File: src/rtl/rtc_sec_pkg.sv
// Shared constants for the seconds counter: register offsets and control bits.
// Assumes byte offsets within a 32-byte window, one register per word.
package rtc_sec_pkg;
    localparam int NUM_MATCH = 2;

    localparam int OFS_UP  = 'h00;
    localparam int OFS_DN  = 'h04;
    localparam int OFS_M0  = 'h08;
    localparam int OFS_M1  = 'h0C;
    localparam int OFS_CTL = 'h10;
    localparam int OFS_IST = 'h14;
    localparam int OFS_KEY = 'h18;

    localparam int CB_IE0  = 0;
    localparam int CB_IE1  = 1;
    localparam int CB_OE0  = 2;
    localparam int CB_OE1  = 3;
    localparam int CB_SRST = 4;
    localparam int CB_FRZ  = 6;
    localparam int CB_FHI  = 7;

    localparam logic [7:0] CTL_MASK = 8'hDF;
    localparam int ST_W = NUM_MATCH + 1;
endpackage

File: src/rtl/rtc_sec_regs.sv
// Configuration storage: control byte, match values and setup key.
// Assumes wr_en is a single-cycle write strobe already decoded from the bus.
module rtc_sec_regs
    import rtc_sec_pkg::*;
#(
    parameter int DATA_W = 32,
    parameter int ADDR_W = 5
) (
    input  logic                                  clk,
    input  logic                                  rst_n,
    input  logic                                  wr_en,
    input  logic [ADDR_W-1:0]                     addr,
    input  logic [DATA_W-1:0]                     wdata,
    output logic [7:0]                            ctrl_q,
    output logic [NUM_MATCH-1:0][DATA_W-1:0]      match_q,
    output logic [DATA_W-1:0]                     key_q
);
    // Control and key register update.
    always_ff @(posedge clk) begin
        if (!rst_n) begin
            ctrl_q <= '0;
            key_q  <= '0;
        end else if (wr_en) begin
            if (addr == ADDR_W'(OFS_CTL)) ctrl_q <= wdata[7:0] & CTL_MASK;
            if (addr == ADDR_W'(OFS_KEY)) key_q  <= wdata;
        end
    end

    for (genvar k = 0; k < NUM_MATCH; k++) begin : g_match
        localparam int MOFS = OFS_M0 + 4 * k;
        // Match register k update; parks at all ones after reset.
        always_ff @(posedge clk) begin
            if (!rst_n)
                match_q[k] <= '1;
            else if (wr_en && addr == ADDR_W'(MOFS))
                match_q[k] <= wdata;
        end
    end


    ctl_mask_chk: assert property (@(posedge clk) disable iff (!rst_n)
        (ctrl_q & ~CTL_MASK) == 8'h00);
endmodule

File: src/rtl/rtc_sec_counters.sv
// Paired seconds counters: up-count and down-count, with freeze and soft reset.
// Assumes tick is one clock wide; soft reset takes priority over freeze.
module rtc_sec_counters #(
    parameter int DATA_W = 32
) (
    input  logic              clk,
    input  logic              rst_n,
    input  logic              tick,
    input  logic              srst,
    input  logic              freeze,
    input  logic              wr_up,
    input  logic              wr_dn,
    input  logic [DATA_W-1:0] wdata,
    output logic [DATA_W-1:0] up_q,
    output logic [DATA_W-1:0] dn_q
);
    localparam logic [DATA_W-1:0] ONE = DATA_W'(1);

    // Counter update: reset, soft reset, frozen load, or tick step.
    always_ff @(posedge clk) begin
        if (!rst_n) begin
            up_q <= '0;
            dn_q <= '1;
        end else if (srst) begin
            up_q <= '0;
            dn_q <= '0;
        end else if (freeze) begin
            if (wr_up) up_q <= wdata;
            if (wr_dn) dn_q <= wdata;
        end else if (tick) begin
            up_q <= up_q + ONE;
            dn_q <= dn_q - ONE;
        end
    end


    step_chk: assert property (@(posedge clk) disable iff (!rst_n)
        (!srst && !freeze && tick) |=> (up_q == $past(up_q) + ONE) && (dn_q == $past(dn_q) - ONE));

    run_hold_chk: assert property (@(posedge clk) disable iff (!rst_n)
        (!srst && !freeze && !tick) |=> $stable(up_q) && $stable(dn_q));

    frz_hold_chk: assert property (@(posedge clk) disable iff (!rst_n)
        (!srst && freeze && !wr_up) |=> $stable(up_q));

    srst_zero_chk: assert property (@(posedge clk) disable iff (!rst_n)
        srst |=> (up_q == '0) && (dn_q == '0));
endmodule

File: src/rtl/rtc_sec_status.sv
// Match comparators, sticky status latches, interrupt and on-switch outputs.
// Assumes clr_bits is valid only with clr_wr; a set in the same cycle beats a clear.
module rtc_sec_status
    import rtc_sec_pkg::*;
#(
    parameter int DATA_W = 32
) (
    input  logic                             clk,
    input  logic                             rst_n,
    input  logic                             srst,
    input  logic [DATA_W-1:0]                up_q,
    input  logic [NUM_MATCH-1:0][DATA_W-1:0] match_q,
    input  logic [NUM_MATCH-1:0]             irq_en,
    input  logic [NUM_MATCH-1:0]             onsw_en,
    input  logic                             force_hi,
    input  logic                             clr_wr,
    input  logic [ST_W-1:0]                  clr_bits,
    output logic [ST_W-1:0]                  st_q,
    output logic                             irq,
    output logic                             onsw_out
);
    logic [NUM_MATCH-1:0] eq;
    logic                 onsw_hit;

    for (genvar k = 0; k < NUM_MATCH; k++) begin : g_cmp
        assign eq[k] = (up_q == match_q[k]);

        // Sticky latch for match k: set on equality, cleared by write-one.
        always_ff @(posedge clk) begin
            if (!rst_n || srst)
                st_q[k] <= 1'b0;
            else if (eq[k])
                st_q[k] <= 1'b1;
            else if (clr_wr && clr_bits[k])
                st_q[k] <= 1'b0;
        end


        match_set_chk: assert property (@(posedge clk) disable iff (!rst_n)
            (eq[k] && !srst) |=> st_q[k]);

        match_clr_chk: assert property (@(posedge clk) disable iff (!rst_n)
            (!eq[k] && clr_wr && clr_bits[k]) |=> !st_q[k]);
    end

    assign onsw_hit = |(eq & onsw_en);

    // Sticky on-switch latch.
    always_ff @(posedge clk) begin
        if (!rst_n || srst)
            st_q[NUM_MATCH] <= 1'b0;
        else if (onsw_hit)
            st_q[NUM_MATCH] <= 1'b1;
        else if (clr_wr && clr_bits[NUM_MATCH])
            st_q[NUM_MATCH] <= 1'b0;
    end

    // Output combination of latches and enables.
    always_comb begin
        irq      = |(st_q[NUM_MATCH-1:0] & irq_en);
        onsw_out = st_q[NUM_MATCH] | force_hi;
    end


    onsw_cause_chk: assert property (@(posedge clk) disable iff (!rst_n)
        $rose(st_q[NUM_MATCH]) |-> $past(onsw_hit));

    srst_clear_chk: assert property (@(posedge clk) disable iff (!rst_n)
        srst |=> (st_q == '0));
endmodule

File: src/rtl/rtc_sec_core.sv
// Top of the seconds counter: bus decode, read mux and wiring of the parts.
// Assumes a synchronous bus where a write is one cycle of bus_sel with bus_wr;
// reads are combinational and free of side effects. ADDR_W must be at least 5.
module rtc_sec_core
    import rtc_sec_pkg::*;
#(
    parameter int DATA_W = 32,
    parameter int ADDR_W = 5
) (
    input  logic              clk,
    input  logic              rst_n,
    input  logic              tick,
    input  logic              bus_sel,
    input  logic              bus_wr,
    input  logic [ADDR_W-1:0] bus_addr,
    input  logic [DATA_W-1:0] bus_wdata,
    output logic [DATA_W-1:0] bus_rdata,
    output logic              irq,
    output logic              onsw_out
);
    logic                             wr_en;
    logic [7:0]                       ctrl_q;
    logic [NUM_MATCH-1:0][DATA_W-1:0] match_q;
    logic [DATA_W-1:0]                key_q;
    logic [DATA_W-1:0]                up_q;
    logic [DATA_W-1:0]                dn_q;
    logic [ST_W-1:0]                  st_q;

    assign wr_en = bus_sel && bus_wr;

    rtc_sec_regs #(.DATA_W(DATA_W), .ADDR_W(ADDR_W)) u_regs (
        .clk     (clk),
        .rst_n   (rst_n),
        .wr_en   (wr_en),
        .addr    (bus_addr),
        .wdata   (bus_wdata),
        .ctrl_q  (ctrl_q),
        .match_q (match_q),
        .key_q   (key_q)
    );

    rtc_sec_counters #(.DATA_W(DATA_W)) u_cnt (
        .clk    (clk),
        .rst_n  (rst_n),
        .tick   (tick),
        .srst   (ctrl_q[CB_SRST]),
        .freeze (ctrl_q[CB_FRZ]),
        .wr_up  (wr_en && bus_addr == ADDR_W'(OFS_UP)),
        .wr_dn  (wr_en && bus_addr == ADDR_W'(OFS_DN)),
        .wdata  (bus_wdata),
        .up_q   (up_q),
        .dn_q   (dn_q)
    );

    rtc_sec_status #(.DATA_W(DATA_W)) u_st (
        .clk      (clk),
        .rst_n    (rst_n),
        .srst     (ctrl_q[CB_SRST]),
        .up_q     (up_q),
        .match_q  (match_q),
        .irq_en   ({ctrl_q[CB_IE1], ctrl_q[CB_IE0]}),
        .onsw_en  ({ctrl_q[CB_OE1], ctrl_q[CB_OE0]}),
        .force_hi (ctrl_q[CB_FHI]),
        .clr_wr   (wr_en && bus_addr == ADDR_W'(OFS_IST)),
        .clr_bits (bus_wdata[ST_W-1:0]),
        .st_q     (st_q),
        .irq      (irq),
        .onsw_out (onsw_out)
    );

    // Read data selection by offset.
    always_comb begin
        bus_rdata = '0;
        if (bus_sel) begin
            case (bus_addr)
                ADDR_W'(OFS_UP):  bus_rdata = up_q;
                ADDR_W'(OFS_DN):  bus_rdata = dn_q;
                ADDR_W'(OFS_M0):  bus_rdata = match_q[0];
                ADDR_W'(OFS_M1):  bus_rdata = match_q[1];
                ADDR_W'(OFS_CTL): bus_rdata = {{(DATA_W-8){1'b0}}, ctrl_q};
                ADDR_W'(OFS_IST): bus_rdata = {{(DATA_W-ST_W){1'b0}}, st_q};
                ADDR_W'(OFS_KEY): bus_rdata = key_q;
                default:          bus_rdata = '0;
            endcase
        end
    end


    irq_src_chk: assert property (@(posedge clk) disable iff (!rst_n)
        irq |-> (st_q[1:0] != 2'b00));

    rst_val_chk: assert property (@(posedge clk)
        !rst_n |=> (up_q == '0) && (dn_q == '1) && (ctrl_q == 8'h00) && !irq);
endmodule

File: config.mk
export PLATFORM = sky130hd
export DESIGN_NAME = rtc_sec_core
export DESIGN_NICKNAME = d
export VERILOG_FILES = /design/src/rtl/rtc_sec_pkg.sv /design/src/rtl/rtc_sec_regs.sv /design/src/rtl/rtc_sec_counters.sv /design/src/rtl/rtc_sec_status.sv /design/src/rtl/rtc_sec_core.sv
export SDC_FILE = /design/constraint.sdc
export NUM_CORES = 1
export LEC_CHECK = 0
export ABC_AREA = 1
export BUFFER_PORTS_ARGS = -buffer_cell sky130_fd_sc_hd__buf_2
export CORE_UTILIZATION = 30
export CTS_BUF_LIST = sky130_fd_sc_hd__clkbuf_4 sky130_fd_sc_hd__clkbuf_8
export DETAILED_ROUTE_END_ITERATION = 8
export PLACE_DENSITY = 0.51
export SLEW_MARGIN = 20
export SYNTH_ARGS = -nofsm -noshare
export SYNTH_HDL_FRONTEND = slang
export SYNTH_SLANG_ARGS = --single-unit
File: constraint.sdc
create_clock -name clk -period 3.88 [get_ports clk]
set_input_delay 0.776 -clock clk [delete_from_list [all_inputs] [get_ports clk]]
set_output_delay 0.776 -clock clk [all_outputs]
set_load 0.03 [all_outputs]
[After elaboration in Yosys (flattened, before gate mapping)]
Index checks and enable logic that the tools add are counted.
Word-level totals
  bits of input ports: 42
  word-level logic and storage cells: 64
  output and inout bits: 34
  register bits: 170
Cells by class
  add/sub/neg operators: 2
  muxes and demuxes: 15
  reduce and logical (&&, ||, !) cells: 24
  equality and inequality tests: 10
  bitwise gates (word level): 4
Operators by type and width (number)
  $mux 32: 8
  $pmux 32 s7: 1
  $eq 32x32->1: 2
  $add 32x1->32 const B: 1
  $sub 32x1->32 const B: 1
  $eq 5x5->1 const B: 3
  $eq 5x4->1 const B: 2
  $logic_and 1x1->1: 9
  $reduce_and 2->1: 4
  $reduce_bool 2->1: 4
  $mux 1: 6
  $reduce_or 2->1: 3
  $eq 5x3->1 const B: 1
  $logic_not 5->1: 1
  $and 2x2->2: 2
  $ne 3x2->1 const B: 1
  $reduce_bool 3->1: 1
  $ne 2x1->1 const B: 1
  $logic_not 1->1: 1
  $logic_or 1x1->1: 1
  $not 1->1: 1
  $or 1x1->1: 1

[Logic depth before layout (Yosys ltp)]
Gate-level depths: netlist (run 1).
  word-level depth: 5
  gate-level depth with buffers: 13

[Cells and area by module]
From an unflattened synthesis (run 1), not the netlist that was laid out.
Second synthesis, totals
  cells, all modules: 1988
  area, all modules: 11533.6 um^2
Modules (own cells, without submodules)
  rtc_sec_counters: area an instance 4640.7 um^2, cells each 805, instances 1
  rtc_sec_regs: area an instance 4271.6 um^2, cells each 616, instances 1
  rtc_sec_core: area an instance 1515.2 um^2, cells each 357, instances 1
  rtc_sec_status: area an instance 1106.1 um^2, cells each 210, instances 1

[Least setup slack after synthesis (run 1)]
No wires, ideal clock.
  kind: input-to-output
  from: input bus_addr[1]
  to: output bus_rdata[6]
  stages on the path: 6
  path slack: 0.980 ns
  data arrival time: 2.124 ns
  required time: 3.104 ns
  cell sequence: nor2_8 nand3_2 inv_1 buf_2 nand2_1 a41oi_1
On the way
  word-level cells in the longest chain between the ends: 3
RTL lines
  from (decl): RTL line rtc_sec_core.sv:15  | input logic [ADDR_W-1:0] bus_addr,
  $eq 5x5->1, or another cell as far along: RTL line rtc_sec_core.sv:75  | case (bus_addr)
  $pmux 32 s7 *: RTL line rtc_sec_core.sv:75
  $mux 32 *: RTL line rtc_sec_core.sv:74  | if (bus_sel) begin
  to (decl): RTL line rtc_sec_core.sv:17  | output logic [DATA_W-1:0] bus_rdata,
Every way passes the cells marked *; elsewhere a longest branch is shown, timed or not.

[Worst setup path after layout (run 1)]
  from: input bus_addr[3]
  to: output bus_rdata[27]
The elaborated chain is that of the path after synthesis.

==> impl_results.md, run 1 <==
* Status: completed
* Clock network fraction of total power at 35.9%
* Max_cap viols at 0
* Total negative slack at 0 ns
* Flops & latches, synth at 170
* Synth warn at 0
* Sequential cell area at 0.00340 mm^2
* Share of the synthesized area in the top cell type at 32.0%
* Sequential share of power at 50.3%
* Max clock buf depth at 2
* PortBufs at 75
* CP Cell Sequence: buf_2, inv_1, nor2_1, nand3_2, buf_4, buf_4, nor2_1, a221oi_1, a21oi_1, buf_2
* Final Hold Fails at 0
* Final Skew at 0.0270 ns
* Remaining DRCs at 0
* H-tree depth at 4
* Cell Area, Synth at 0.0106 mm^2
* Gpl congestion at 0.977
* Multi-input logic area at 0.00611 mm^2
* Switching Fraction at 32.8%
* Synth async-reset ratio at 0%
* Later-pin clock latency in the skew report at 0.50 ns
* Yosys top cell by area: dfxtp_1
* Rows at 68
* Per-cell routed wire length at 19.9 um
* Main combinational cell family by area after synthesis: simple AND/OR/NAND/NOR gates
* Synth unique cells at 39
* PwrDens at 318 mW/mm^2
* Number of enable flip-flop cells after synthesis at 0
* Post-synthesis sequential area ratio at 32.0%
* IR Drop Worst-Case VDD at 187 uV
* Vias in the first global route at 10849
* Vias at 11458
* Total Wirelength at 43.9 mm
* Starting DRT DRC Count at 1157
* IO Pins at 76
* All-layer global routing usage at 24.8%
* Net Sw Power at 0.00123 W
* ANT nets after route at 0
* Pin count of the biggest net entering global routing at 68
* Initial core utilization at 30.6%
* Quantity of gates resized following cts at 0
* Die width at 190 um
* Internal power at 0.00251 W
* Layout cells sized above 1 at 11.4%
* Top_reg_cell synth: dfxtp_1
* Area of the core at 0.0347 mm^2
* Max stage delay on crit path at 0.30 ns
* Nets at 1783
* Share of the core filled with cells at 33.9%
* TritonCTS Buffers at 17
* First-pass GRT wire length at 66.9 mm
* Crit end category: output port
* Design Power at 0.00374 W
* Initial antenna violation count at 0
* Adder-cell share of the synthesized area at 0.236%
* Synth Area in XOR/XNOR at 4.04%
* Fin crit share at 83.8%
* Syn nets at 1747
* Synth Area in Simple Gates at 34.0%
* Antenna cells at 0
* Pleak at 5.31 nW
* Synth Instances at 1703
* Setup CP Type: in -> out
* DR vias/cell at 5.19
* Compound-Gate Fraction of Synth Area at 19.2%
* Comb pwr share at 13.8%
* Critical path arrival at 2.48 ns
* CTS clk-pin slew, worst paths at 0.09 ns
* Grt total ovfl at 0
* Fmax at 0.307 GHz
* DR pass1 iterations at 5
* Slew @ Worst Pin at 0.993 ns
* CP required at 3.10 ns
* Post-Syn Area per Cell at 6.24 um^2
* Setup crit start kind: input pin
* CTS tree: built
* Fill cell count at 3920
* Max-slew violation count at 0
* Post-CTS Hold Fix Bufs at 0
* Area growth from synthesis to layout at 10.9%
* Final min period at 3.25 ns
* RSZ-0062 raised after global routing: false
* Die area at 0.0362 mm^2
* Postcts setup bufs at 0
* Die Y at 190 um
* Worst Hold Class: reg -> reg
* Root Driver: clkbuf_8
* Post-DP HPWL at 33.1 mm
* Num Clock Sinks at 170
* # setup viols final at 0
* Synth top area cells: dfxtp_1 (32%), nand2_1 (19%), nor2_1 (6.6%), inv_1 (5.9%), o21ai_0 (4.3%)
* Mux share of post-synthesis cell area at 0%
* Critical path's slowest cell: nand3_2
* Crit-path max FO at 9
* Max_slew headroom at 33.7%
-- critical path, delay by kind of cell --
family	cells	cell delay (ns)
buf+inv	5	0.86
simple gates	3	0.58
compound gates	2	0.25
-- cell families (layout without fill, tap and decap cells) --
| group | count (synthesis) | after routing |
|---|---|---|
| buffers and inverters | 268 | 317 |
| xor gates and xnor gates | 49 | 49 |
| and+or+nand+nor | 876 | 876 |
| AOI/OAI and AO/OA | 338 | 338 |
| adders and majority gates | 2 | 2 |
| DFF | 170 | 170 |
-- placed cells by master (no fill, tap or decap), types with 2 or more instances in the layout --
master / count
nand3_2: 4
a31oi_1: 17
inv_1: 168
a21oi_2: 20
ha_1: 2
o21ai_1: 31
nand4_1: 12
a21oi_1: 75
clkinv_4: 2
clkinvlp_4: 2
nor2_4: 4
clkbuf_8: 20
nor3_2: 5
a221oi_1: 10
nand3_1: 86
xor2_1: 19
buf_2: 74
o22ai_1: 33
nand3_4: 2
nor2_2: 10
o21ai_0: 91
a211oi_1: 6
o211ai_1: 53
inv_2: 13
buf_12: 3
nor3_1: 15
clkinv_2: 3
buf_4: 26
xnor2_1: 30
dfxtp_1: 169
inv_6: 4
nor2_1: 185
nand2_1: 548
-- state kept, by name, summed over array words and instances (netlist names) --
register,cells
u_regs.match_q,64
u_cnt.dn_q,32
u_cnt.up_q,32
u_regs.key_q,32
u_regs.ctrl_q,7
u_st.st_q,3
-- synthesized netlist by cell type (all sizes together), types with 10 or more instances --
cell and count:
o21ai 122, dfxtp 170, nor2 200, nand2 549
nand3 92, xor2 19, o22ai 33, inv 181
clkbuf 41, xnor2 30, o211ai 53, a221oi 10
a21oi 95, nand4 12, buf 45, a31oi 17
nor3 21
-- per-layer routing --
metal | GRT usage, % | part of all wire (%) | vias to the layer above | wire length (um)
met5 | 0 | 0 | - | 0
met4 | 8.62 | 3.0 | 0 | 1310
met3 | 3.63 | 7.5 | 63 | 3310
met2 | 37.8 | 43 | 440 | 18900
met1 | 35.2 | 46 | 5362 | 20400
li1 | - | - | 5593 | -
-- final cells by class --
| class | count | share of cell area (%) |
|---|---|---|
| clock inverter | 12 | 0.956 |
| multi-input combinational | 1265 | 51.9 |
| clock buffer | 20 | 2.34 |
| tap | 455 | 4.83 |
| sequential | 170 | 28.9 |
| inverter | 182 | 5.80 |
| timing repair buffer | 103 | 5.31 |
-- per-stage QoR --
step	worst slack [ns]	instance area, um^2	hold slack [ns]	cells
2_1_floorplan	0.980	10600	0.442	1703
3_3_place_gp	0.654	11400	0.464	2175
3_5_place_dp	0.646	11400	0.468	2175
4_1_cts	0.635	11800	0.481	2207
5_1_grt	0.549	11800	0.496	2207
6_report	0.627	11800	0.479	2207
-- worst paths after layout --
check / cells past startpoint / end / slack, ns / startpoint
max: 10 / bus_rdata[27] / 0.63 / bus_addr[3]
min: 2 / u_st.st_q[0]$_SDFFE_PP0P_ / 0.48 / u_st.st_q[0]$_SDFFE_PP0P_
max reg2reg: 9 / u_cnt.up_q[18]$_SDFFE_PP0P_ / 1.78 / u_cnt.up_q[0]$_SDFFE_PP0P_
min reg2reg: 2 / u_st.st_q[0]$_SDFFE_PP0P_ / 0.48 / u_st.st_q[0]$_SDFFE_PP0P_
-- power groups by stage --
stage	Clock (W)	Combinational (W)	Sequential [W]
3_3_place_gp	0	0.000506	0.00192
6_report	0.00134	0.000517	0.00188
5_1_grt	0.00142	0.000570	0.00189
4_1_cts	0.00135	0.000511	0.00188
2_1_floorplan	0	0.000336	0.00187
3_5_place_dp	0	0.000509	0.00192
Power figures use the tool's default switching activity.
==> run 2, diff against run 1 <==
==> constraint.sdc (replaced) <==
create_clock -name clk -period 3.1 [get_ports clk]
set_input_delay 0.62 -clock clk [delete_from_list [all_inputs] [get_ports clk]]
set_output_delay 0.62 -clock clk [all_outputs]
set_load 0.03 [all_outputs]
==> impl_results.md, run 2 (same netlist as run 1, synthesis figures left out) <==
* Rows at 68
* Setup CP Type: in -> out
* RSZ-0062 raised after global routing: false
* Worst Min Path Start: bus_wdata[6]
* Sequential cell area at 0.00340 mm^2
* Max clock buf depth at 2
* First-pass GRT wire length at 65.3 mm
* Crit end category: output port
* Pleak at 5.34 nW
* Status: completed
* Remaining DRCs at 0
* Layout cells sized above 1 at 11.5%
* Max stage delay on crit path at 0.30 ns
* Fin crit share at 93.3%
* Multi-input logic area at 0.00611 mm^2
* CTS clk-pin slew, worst paths at 0.09 ns
* Grt total ovfl at 0
* Nets at 1786
* Root Driver: clkbuf_8
* Delay-heaviest family, CP: buffers and inverters
* Placed cell areas at 0.0115 mm^2
* Vias at 11390
* Setup crit start kind: input pin
* Worst Hold Class: in -> reg
* Starting DRT DRC Count at 1122
* Final WS setup at 0.207 ns
* Quantity of gates resized following cts at 0
* Max_cap viols at 0
* Final Hold Fails at 0
* Internal power at 0.00314 W
* IR Drop Worst-Case VDD at 209 uV
* Switching Fraction at 32.2%
* Net Sw Power at 0.00149 W
* Crit-path max FO at 22
* Clock network fraction of total power at 35.0%
* PwrDens at 390 mW/mm^2
* CP Cell Sequence: buf_2, nor2_8, nand3_2, buf_12, o21ai_0, a21oi_1, a31oi_1, buf_2
* CTS tree: built
* Reg-to-reg startpoint: u_cnt.up_q[0]$_SDFFE_PP0P_
* IO Pins at 76
* DR vias/cell at 5.15
* Antenna cells at 0
* Post-CTS Hold Fix Bufs at 0
* Initial core utilization at 30.6%
* Postcts setup bufs at 0
* Area of the core at 0.0347 mm^2
* Fmax at 0.346 GHz
* # setup viols final at 0
* Final Skew at 0.0153 ns
* Critical path's slowest cell: nand3_2
* Slew @ Worst Pin at 0.809 ns
* Vias in the first global route at 10555
* Per-cell routed wire length at 19.6 um
* Later-pin clock latency in the skew report at 0.49 ns
* Max-slew violation count at 0
* Finished Cell Area at 0.0119 mm^2
* ANT nets after route at 0
* Critical path arrival at 2.27 ns
* Most common cell after layout, fill and taps aside: nand2_1
* Num Clock Sinks at 170
* Worst Path Buf+Inv at 3
* Most frequent cells in the layout: nand2_1 (548), nor2_1 (185), dfxtp_1 (169), inv_1 (168), o21ai_0 (91)
* Top reg by flops: u_regs.match_q
* Worst Setup SP: bus_addr[1]
* DR pass1 iterations at 7
* Sequential share of power at 50.9%
* Area growth from synthesis to layout at 11.7%
* Critical Path Most Common Cell: buf_2
* TritonCTS Buffers at 17
* Max_slew headroom at 46.1%
* Largest register FFs at 64
* Pin count of the biggest net entering global routing at 129
* DP Worst Slack at 0.272 ns
* Die Y at 190 um
* PortBufs at 75
* Initial antenna violation count at 0
* Total Wirelength at 43.4 mm
* Total negative slack at 0 ns
* Final min period at 2.89 ns
* H-tree depth at 4
* Comb pwr share at 14.2%
* Gpl congestion at 0.918
* Fill cell count at 3901
* Die area at 0.0362 mm^2
* Post-DP HPWL at 32.7 mm
* Die width at 190 um
* CP required at 2.48 ns
* All-layer global routing usage at 24.2%
==> run 2: final timing paths <==
check                                         to  slack [ns]  depth (start not counted)
setup / recovery                   bus_rdata[31]        0.21                          8
hold / removal    u_regs.match_q[6]$_SDFFE_PN1P_        0.42                          3
setup reg to reg     u_cnt.up_q[18]$_SDFFE_PP0P_        0.98                          9
hold reg to reg        u_st.st_q[0]$_SDFFE_PP0P_        0.48                          2
==> run 2: layout make-up <==
type | count | area share (%)
clock buffers | 20 | 2.27
multi-input cells | 1265 | 51.5
inverters | 182 | 5.76
well taps | 455 | 4.80
repair buffers | 106 | 5.99
clock inverters | 12 | 0.971
flip-flops and latches | 170 | 28.7
==> run 2: per-layer routing <==
metal / vias up / global-route usage [%] / routed length, um
met5: - / 0 / 0
met4: 0 / 8.37 / 1210
met3: 46 / 5.28 / 4040
met2: 449 / 36.3 / 18400
met1: 5316 / 33.8 / 19700
li1: 5579 / - / -
==> run 2: worst reg2reg max path: stages (launching register included) <==
cell and delay [ns]:
dfxtp_1 0.57, ha_1 0.28, nand3_2 0.15, inv_1 0.18, nand2_1 0.17, nor2_1 0.26, nand3_1 0.12, nand2_1 0.08
nand3_1 0.09, a21oi_1 0.17
==> run 2: through the flow <==
step	total power (W)	util [%]	instances	hold slack, ns
4_1_cts	0.00465	34.2	2210	0.409
2_1_floorplan	0.00277	-	1703	0.442
3_5_place_dp	0.00304	33.1	2178	0.468
3_3_place_gp	0.00304	33.1	2178	0.466
5_1_grt	0.00481	34.2	2210	0.441
6_report	0.00463	34.2	2210	0.424
==> run 2: power groups by stage <==
stage	Sequential (W)	Combinational, W	Clock, W
2_1_floorplan	0.00235	0.000421	0
3_3_place_gp	0.00240	0.000640	0
3_5_place_dp	0.00240	0.000642	0
4_1_cts	0.00235	0.000645	0.00165
5_1_grt	0.00236	0.000716	0.00174
6_report	0.00235	0.000655	0.00162
==> run 3, diff against run 2 <==
--- a/config.mk
+++ b/config.mk
@@ -5,12 +5,11 @@
 export SDC_FILE = /design/constraint.sdc
 export NUM_CORES = 1
 export LEC_CHECK = 0
-export ABC_AREA = 1
 export BUFFER_PORTS_ARGS = -buffer_cell sky130_fd_sc_hd__buf_2
-export CORE_UTILIZATION = 30
+export CORE_UTILIZATION = 35
 export CTS_BUF_LIST = sky130_fd_sc_hd__clkbuf_4 sky130_fd_sc_hd__clkbuf_8
 export DETAILED_ROUTE_END_ITERATION = 8
-export PLACE_DENSITY = 0.51
+export PLACE_DENSITY = 0.57
 export SLEW_MARGIN = 20
 export SYNTH_ARGS = -nofsm -noshare
 export SYNTH_HDL_FRONTEND = slang
==> impl_results.md, run 3 <==
* Starting DRT DRC Count at 1557
* Max clock buf depth at 2
* Worst Setup SP: bus_addr[0]
* Layout cells sized above 1 at 13.5%
* Vias in the first global route at 9075
* Synth cell count leaders: nand2_1 (263), dfxtp_1 (170), clkbuf_1 (107)
* IO Pins at 76
* Worst Reg-to-Reg Cells at 5
* Post-synthesis sequential area ratio at 37.0%
* Die Y at 164 um
* Gpl congestion at 0.907
* Area growth from synthesis to layout at 12.8%
* Max-slew violation count at 0
* Top_reg_cell synth: dfxtp_1
* Finished Cell Area at 0.0104 mm^2
* Share of the synthesized area in the top cell type at 37.0%
* Worst Hold Class: in -> reg
* Rows at 58
* Reg-to-reg startpoint: u_cnt.dn_q[14]$_SDFFE_PN1P_
* CTS clk-pin slew, worst paths at 0.10 ns
* CP required at 2.48 ns
* Final Hold Fails at 0
* Die width at 164 um
* Largest register FFs at 64
* Critical Path Sink: bus_rdata[1]
* Synth Instances at 1222
* Root Driver: clkbuf_8
* Remaining DRCs at 0
* Max_cap viols at 0
* All-layer global routing usage at 28.4%
* Postcts setup bufs at 0
* DP Worst Slack at 0.300 ns
* Pin count of the biggest net entering global routing at 80
* Fmax at 0.350 GHz
* Synth async-reset ratio at 0%
* Net Sw Power at 0.00127 W
* Later-pin clock latency in the skew report at 0.48 ns
* Fin crit share at 92.1%
* Clock network fraction of total power at 37.7%
* Most common cell in the netlist: nand2_1
* R2r endpoint: u_cnt.dn_q[30]$_SDFFE_PN1P_
* Hold Path Cell Cnt at 3
* Setup crit start kind: input pin
* Post-Syn Area per Cell at 7.53 um^2
* Crit-path max FO at 11
* Final min period at 2.86 ns
* Share of the core filled with cells at 40.8%
* PwrDens at 416 mW/mm^2
* R2r setup slk at 0.44 ns
* Slew @ Worst Pin at 0.953 ns
* Quantity of gates resized following cts at 0
* Final WS setup at 0.245 ns
* Number of enable flip-flop cells after synthesis at 0
* Synth unique cells at 60
* Initial core utilization at 36.1%
* Vias at 9762
* # setup viols final at 0
* Num Clock Sinks at 170
* Critical path arrival at 2.24 ns
* H-tree depth at 4
* Post-DP HPWL at 26.5 mm
* Per-cell routed wire length at 23.5 um
* Max_slew headroom at 36.5%
* Most frequent cells in the layout: nand2_1 (263), dfxtp_1 (169), nand3_1 (99), a21oi_1 (98), buf_2 (75)
* Initial antenna violation count at 2
* Setup CP Type: in -> out
* Area of the core at 0.0255 mm^2
* IR Drop Worst-Case VDD at 288 uV
* Switching Fraction at 29.4%
* Synth warn at 0
* DR pass1 iterations at 7
* First-pass GRT wire length at 57.0 mm
* Synth top area cells: dfxtp_1 (37%), nand2_1 (11%), xor2_1 (5.8%), nand3_1 (5.4%), a21oi_1 (5.3%)
* Post-CTS Hold Fix Bufs at 0
* Final Skew at 0.0165 ns
* Most common cell after layout, fill and taps aside: nand2_1
* Top reg by flops: u_regs.match_q
* DR vias/cell at 6.12
* Total Wirelength at 37.5 mm
* Crit end category: output port
* TritonCTS Buffers at 17
* RSZ-0062 raised after global routing: false
* Yosys top cell by area: dfxtp_1
* CTS tree: built
* Sequential share of power at 53.2%
* Internal power at 0.00305 W
* Comb pwr share at 9.1%
* Die area at 0.0269 mm^2
* Total negative slack at 0 ns
* Status: completed
* Nets at 1294
* ANT nets after route at 0
* PortBufs at 75
* Grt total ovfl at 0
* Flops & latches, synth at 170
* Placed cell areas at 0.00999 mm^2
* Cell Area, Synth at 0.00920 mm^2
* Pleak at 3.81 nW
* Syn nets at 1266
-- run 3: cell count changes after synthesis, sizes merged, moves of 29 or more --
cell    change
a222oi     +29
a22oi      +50
buf        -35
clkbuf     +66
inv       -169
nand2     -286
nor2      -151
o211ai     -36
o21ai      -81
o22ai      -31
xor2       +42
-- run 3: logic make-up (layout without fill, tap and decap cells) --
| group | after synthesis | count (layout) | share of synthesized area (%) |
|---|---|---|---|
| adder cells (fa/ha/maj) | 2 | 2 | 0.272 |
| buffers and inverters | 129 | 170 | 5.49 |
| multiplexers | 4 | 4 | 0.435 |
| other | 0 | 1 | 0 |
| AO/OA/AOI/OAI | 317 | 317 | 23.4 |
| AND/OR/NAND/NOR | 519 | 519 | 25.7 |
| flip-flops | 170 | 170 | 37.0 |
| XOR/XNOR | 81 | 81 | 7.71 |
-- run 3: how the worst min path moves through the flow --
stage,start,end,slack (ns)
after floorplan,u_regs.key_q[10]$_SDFFE_PN0P_,u_regs.key_q[10]$_SDFFE_PN0P_,0.44
after global placement,u_regs.key_q[23]$_SDFFE_PN0P_,u_regs.key_q[23]$_SDFFE_PN0P_,0.45
after detailed placement,u_regs.key_q[21]$_SDFFE_PN0P_,u_regs.key_q[21]$_SDFFE_PN0P_,0.45
after CTS,bus_wdata[16],u_regs.match_q[16]$_SDFFE_PN1P_,0.38
after global routing,bus_wdata[16],u_regs.match_q[48]$_SDFFE_PN1P_,0.39
final,bus_wdata[14],u_regs.match_q[46]$_SDFFE_PN1P_,0.39
-- run 3: metal layers --
metal	share of wire, %	track usage [%]	vias to the layer above
li1	-	-	4453
met1	43	38.8	4649
met2	44	43.1	550
met3	8.3	4.80	110
met4	4.7	13.4	0
met5	0	0	-
-- run 3: worst max-delay path, stage by stage --
cell      delay (ns)
buf_2           0.12
nor2_1          0.24
and3b_1         0.53
a222oi_1        0.17
a31oi_1         0.30
buf_2           0.25
-- run 3: area by class of cell --
| type | count | area [um^2] |
|---|---|---|
| fillers | 2608 | 15100 |
| multi-input cells | 923 | 5290 |
| flip-flops and latches | 170 | 3400 |
| repair buffers | 126 | 833 |
| well taps | 330 | 413 |
| clock buffers | 19 | 255 |
| clock inverters | 13 | 133 |
| inverters | 12 | 45.0 |
| diodes | 1 | 2.50 |
-- run 3: power by group through the flow --
stage               Combinational [W]  Clock (W)  Sequential, W
global placement             0.000382          0        0.00234
floorplan                    0.000232          0        0.00231
CTS                          0.000387    0.00165        0.00229
detailed placement           0.000386          0        0.00234
finish                       0.000395    0.00163        0.00230
global route                 0.000421    0.00173        0.00230
-- run 3: stage by stage --
| stage | cells | hold slack [ns] | power [W] |
|---|---|---|---|
| floorplan | 1222 | 0.436 | 0.00254 |
| global placement | 1561 | 0.445 | 0.00273 |
| detailed placement | 1561 | 0.449 | 0.00273 |
| CTS | 1593 | 0.383 | 0.00433 |
| global route | 1594 | 0.392 | 0.00446 |
| finish | 1594 | 0.394 | 0.00432 |
